`config.mk`:
```
export PLATFORM = sky130hd
export DESIGN_NAME = frz_serial_loader
export DESIGN_NICKNAME = d
export VERILOG_FILES = /design/src/rtl/frz_serial_loader.sv
export SDC_FILE = /design/constraint.sdc
export NUM_CORES = 1
export LEC_CHECK = 0
export BUFFER_PORTS_ARGS = -buffer_cell sky130_fd_sc_hd__clkbuf_2
export CORE_MARGIN = 4
export CORE_UTILIZATION = 34
export DETAILED_ROUTE_END_ITERATION = 6
export PLACE_DENSITY = 0.59
export SYNTH_ARGS = -nofsm -noshare
export SYNTH_HDL_FRONTEND = slang
export SYNTH_SLANG_ARGS = --single-unit
```
`constraint.sdc`:
```
create_clock -name ser_clk -period 1.6 [get_ports ser_clk]
set_input_delay 0.24 -clock ser_clk [delete_from_list [all_inputs] [get_ports ser_clk]]
set_output_delay 0.24 -clock ser_clk [all_outputs]
set_load 0.01 [all_outputs]
```
`src/rtl/frz_serial_loader.sv`:
```
module frz_serial_loader #(
  parameter int A_W = 4,
  parameter int B_W = 4,
  parameter int C_W = 3
) (
  input  logic           ser_clk,
  input  logic           rst_n,
  input  logic           ser_din,
  output logic [A_W-1:0] bank_a_en,
  output logic [B_W-1:0] bank_b_en,
  output logic [C_W-1:0] bank_c_en,
  output logic           sync_en
);
  localparam int NB   = A_W + B_W + C_W + 1;
  localparam int CW   = $clog2(NB);
  localparam int LAST = NB - 1;

  logic          busy;
  logic [CW-1:0] cnt;
  logic [NB-2:0] shreg;
  logic [NB-1:0] en_q;
  logic          last_bit;

  assign last_bit = busy && (cnt == CW'(LAST));

  always_ff @(posedge ser_clk or negedge rst_n) begin
    if (!rst_n) begin
      busy  <= 1'b0;
      cnt   <= '0;
      shreg <= '0;
      en_q  <= '1;
    end else if (!busy) begin
      if (!ser_din) begin
        busy <= 1'b1;
        cnt  <= '0;
      end
    end else if (last_bit) begin
      en_q <= {ser_din, shreg};
      busy <= 1'b0;
      cnt  <= '0;
    end else begin
      shreg <= {ser_din, shreg[NB-2:1]};
      cnt   <= cnt + 1'b1;
    end
  end

  assign bank_a_en = en_q[A_W-1:0];
  assign bank_b_en = en_q[A_W+B_W-1:A_W];
  assign bank_c_en = en_q[A_W+B_W+C_W-1:A_W+B_W];
  assign sync_en   = en_q[NB-1];

  logic [NB-1:0] en_all;
  assign en_all = {sync_en, bank_c_en, bank_b_en, bank_a_en};


  idle_high_chk: assert property (@(posedge ser_clk) disable iff (!rst_n)
    (!busy && ser_din) |=> !busy);


  start_bit_chk: assert property (@(posedge ser_clk) disable iff (!rst_n)
    (!busy && !ser_din) |=> (busy && cnt == '0));


  cnt_bound_chk: assert property (@(posedge ser_clk) disable iff (!rst_n)
    busy |-> (cnt <= CW'(LAST)));


  frame_end_chk: assert property (@(posedge ser_clk) disable iff (!rst_n)
    last_bit |=> !busy);


  hold_chk: assert property (@(posedge ser_clk) disable iff (!rst_n)
    !last_bit |=> $stable(en_all));
endmodule

```
==> results.md <==
* Status: complete, no violations
* Crit path cell chain: ha_2, nor2b_4, a21bo_4, mux2_2
* Bufs and invs on worst path at 0
* Period utilization at 96.7%
* Fillers at 330
* Slowest stage delay, CP at 410 ps
* Antenna violations before repair at 0
* WP data arrival at 1770 ps
* Number of distinct library cells after synthesis at 21
* Avg Cell Area, Syn at 16.0 um^2
* CP Class: flop to flop
* Hold path start: ser_din
* Synthesized Nets at 77
* Post-route insts no fill at 138
* Commonest non-fill, non-tap cell in the layout: dfrtp_1
* Clk_skew at 1.99 ps
* Clock-pin slew on the worst setup and hold paths at 140 ps
* Number of global-route vias before repair at 595
* Sw Share at 30.9%
* Synthesized cell area at 1170 um^2
* Top sig layer: met3
* H-tree depth at 1
* Metal2 WL at 852 um
* TritonCTS clock tree: yes
* Post-route ant nets at 0
* Worst slew margin at 54.1%
* Met1 wire length at 995 um
* DR WL met3 at 62 um
* Max Cap Viol at 0
* Ports at 15
* Later-pin clock latency in the skew report at 320 ps
* Final setup violation count at 0
* Root Driver: clkbuf_4
* FF-to-FF setup slack at 50 ps
* Clock buffer depth at 2
* Final cell utilization of the core at 40.8%
* DPL Wire Length at 1220 um
* Final worst path period need at 1550 ps
* VDD IR max at 0.839 mV
* DR iter-0 viols at 16
* Synth warn at 0
* Worst r2r dst: shreg[0]
* Die ar. at 4440 um^2
* Row count at 21
* WHS Endpoint: shreg[10]
* FMAX at 646 MHz
* Total grt overflow at 0
* Worst r2r path cells at 4
* Critical path's slowest cell: dfrtp_1
* Wire per inst at 13.8 um
* Max-slew violations at 0
* Pwr Density at 2040 nW/um^2
* Starting Density at 35.0%
* PortBufs at 14
* First-pass GRT wire length at 2980 um
* Leak pwr at 0.595 nW
* Worst Max-Slew Pin Slew at 689 ps
* Crit Path Max Fanout at 6
* Die W at 66.6 um
* Worst hold path class: input port to flop
* Post-synthesis register bit count at 28
* Dpl cells at 130
* Post-synthesis sequential area ratio at 61.2%
* Vias after detailed routing at 613
* WP data required at 1820 ps
* Die Y at 66.6 um
* Worst setup SP type: flop
* Sink Count at 28
* DRT Wirelength at 1910 um
* Final Hold Fails at 0
* Int Pwr at 1.93 mW
* Core area at 3340 um^2
* Area grow syn2layout at 16.6%
* Hold slack at 205 ps
* Final Net Count at 97
* Clock power share at 12.0%
* Hold path depth at 2
* Total track usage at 9.06%
* CTS buffer count at 3
* CP startpoint: cnt[1]
* Switch Pwr at 860 uW
* Share of cells above drive strength 1 at 64.1%
* Top delay family on crit path: flip-flops
* Cell count after synthesis at 73
* Largest net degree at the start of global routing at 29
* Sequential group share of total power at 50.6%
* DRC viols at 0
* Drt pass-1 iters at 3
* Via/cell ratio at 4.44
* Comb pwr share at 37.4%
* Routability cong. at 0.700
* Setup crit end kind: flop
* Most frequent cells in the layout: 16 x dfrtp_1, 14 x clkbuf_2, 13 x mux2_2
* Diode count at 0
* Reg2reg start: cnt[1]
-- worst reg2reg max path: cells and delay by family (launching register included) --
kind / cells / cell delay [ps]
AOI/OAI and AO/OA: 1 / 230
muxes: 1 / 350
adders and majority gates: 1 / 200
and+or+nand+nor: 1 / 250
DFF: 1 / 410
-- cell usage after synthesis --
cell type	number	area, um^2
dfrtp_1	16	400
mux2_2	13	146
dfstp_2	12	315
mux2_4	9	135
nand2_1	5	18.8
o21ai_0	3	15.0
a21bo_4	1	16.3
a22o_1	1	8.76
a31oi_1	1	6.26
and2b_1	1	7.51
buf_2	1	5.00
buf_6	1	11.3
clkbuf_2	1	5.00
ha_1	1	12.5
mux2_1	1	11.3
nand3_2	1	10.0
nand3b_1	1	7.51
nor2b_1	1	6.26
nor2b_4	1	13.8
o211ai_1	1	7.51
xor2_1	1	8.76
-- sequential cells by signal, indices dropped and copies added (netlist names) --
signal  count
busy        1
cnt         4
en_all     12
shreg      11
-- worst max-delay path by stage --
| stage | to | slack, ps | cells past startpoint |
|---|---|---|---|
| floorplan | shreg[10] | 100 | 5 |
| global placement | en_all[1] | 110 | 4 |
| detailed placement | en_all[1] | 20 | 4 |
| CTS | en_all[1] | -1 | 4 |
| global route | shreg[0] | -20 | 4 |
| finish | shreg[0] | 50 | 4 |
-- through the flow --
step	power (mW)	setup TNS, ps	area (um^2)	worst slack, ps
final	2.79	0	1360	53.1
after detailed placement	2.39	0	1270	18.9
after global placement	2.34	0	1270	106
after floorplan	2.11	0	1170	102
after CTS	2.73	-0.979	1320	-0.979
after global routing	2.99	-34.1	1360	-20.2
-- repair_timing --
action / in CTS / in global routing
gates cloned: 0 / 1
endpoints found under the hold margin: 16 / 0
pin swaps: 0 / 1
resized for setup: 0 / 3
setup buffers: 0 / 2
hold buffers: 1 / 0
endpoints found under the setup margin: 1 / 23
-- layer usage --
metal / global-route usage, % / up-vias
met3: 4.05 / 0
met4: 0.761 / 0
met2: 12.9 / 11
met5: 0 / -
met1: 13.1 / 305
li1: - / 297
-- kinds of logic (layout without fill, tap and decap cells) --
kind of cell | Yosys count | after routing | synth area share [%]
buffers and inverters | 3 | 21 | 1.82
AO/OA/AOI/OAI | 7 | 8 | 4.60
adder cells (fa/ha/maj) | 1 | 1 | 1.07
XOR/XNOR | 1 | 1 | 0.750
multiplexers | 23 | 23 | 25.1
flip-flops | 28 | 28 | 61.2
AND/OR/NAND/NOR | 10 | 10 | 5.46
-- final cells by class --
class	count	area [um^2]	area share, %
Clock buffer	4	36.3	2.66
Multi-Input combinational cell	43	458	33.6
Sequential cell	28	716	52.5
Tap cell	46	57.6	4.22
Timing Repair Buffer	17	95.1	6.98
-- power groups by stage --
| stage | clock [mW] | combinational [mW] | sequential, mW |
|---|---|---|---|
| 2_1_floorplan | 0 | 0.700 | 1.41 |
| 3_3_place_gp | 0 | 0.948 | 1.40 |
| 3_5_place_dp | 0 | 0.973 | 1.41 |
| 4_1_cts | 0.352 | 0.980 | 1.40 |
| 5_1_grt | 0.388 | 1.14 | 1.47 |
| 6_report | 0.334 | 1.04 | 1.41 |
(Power assumes the default switching activity.)
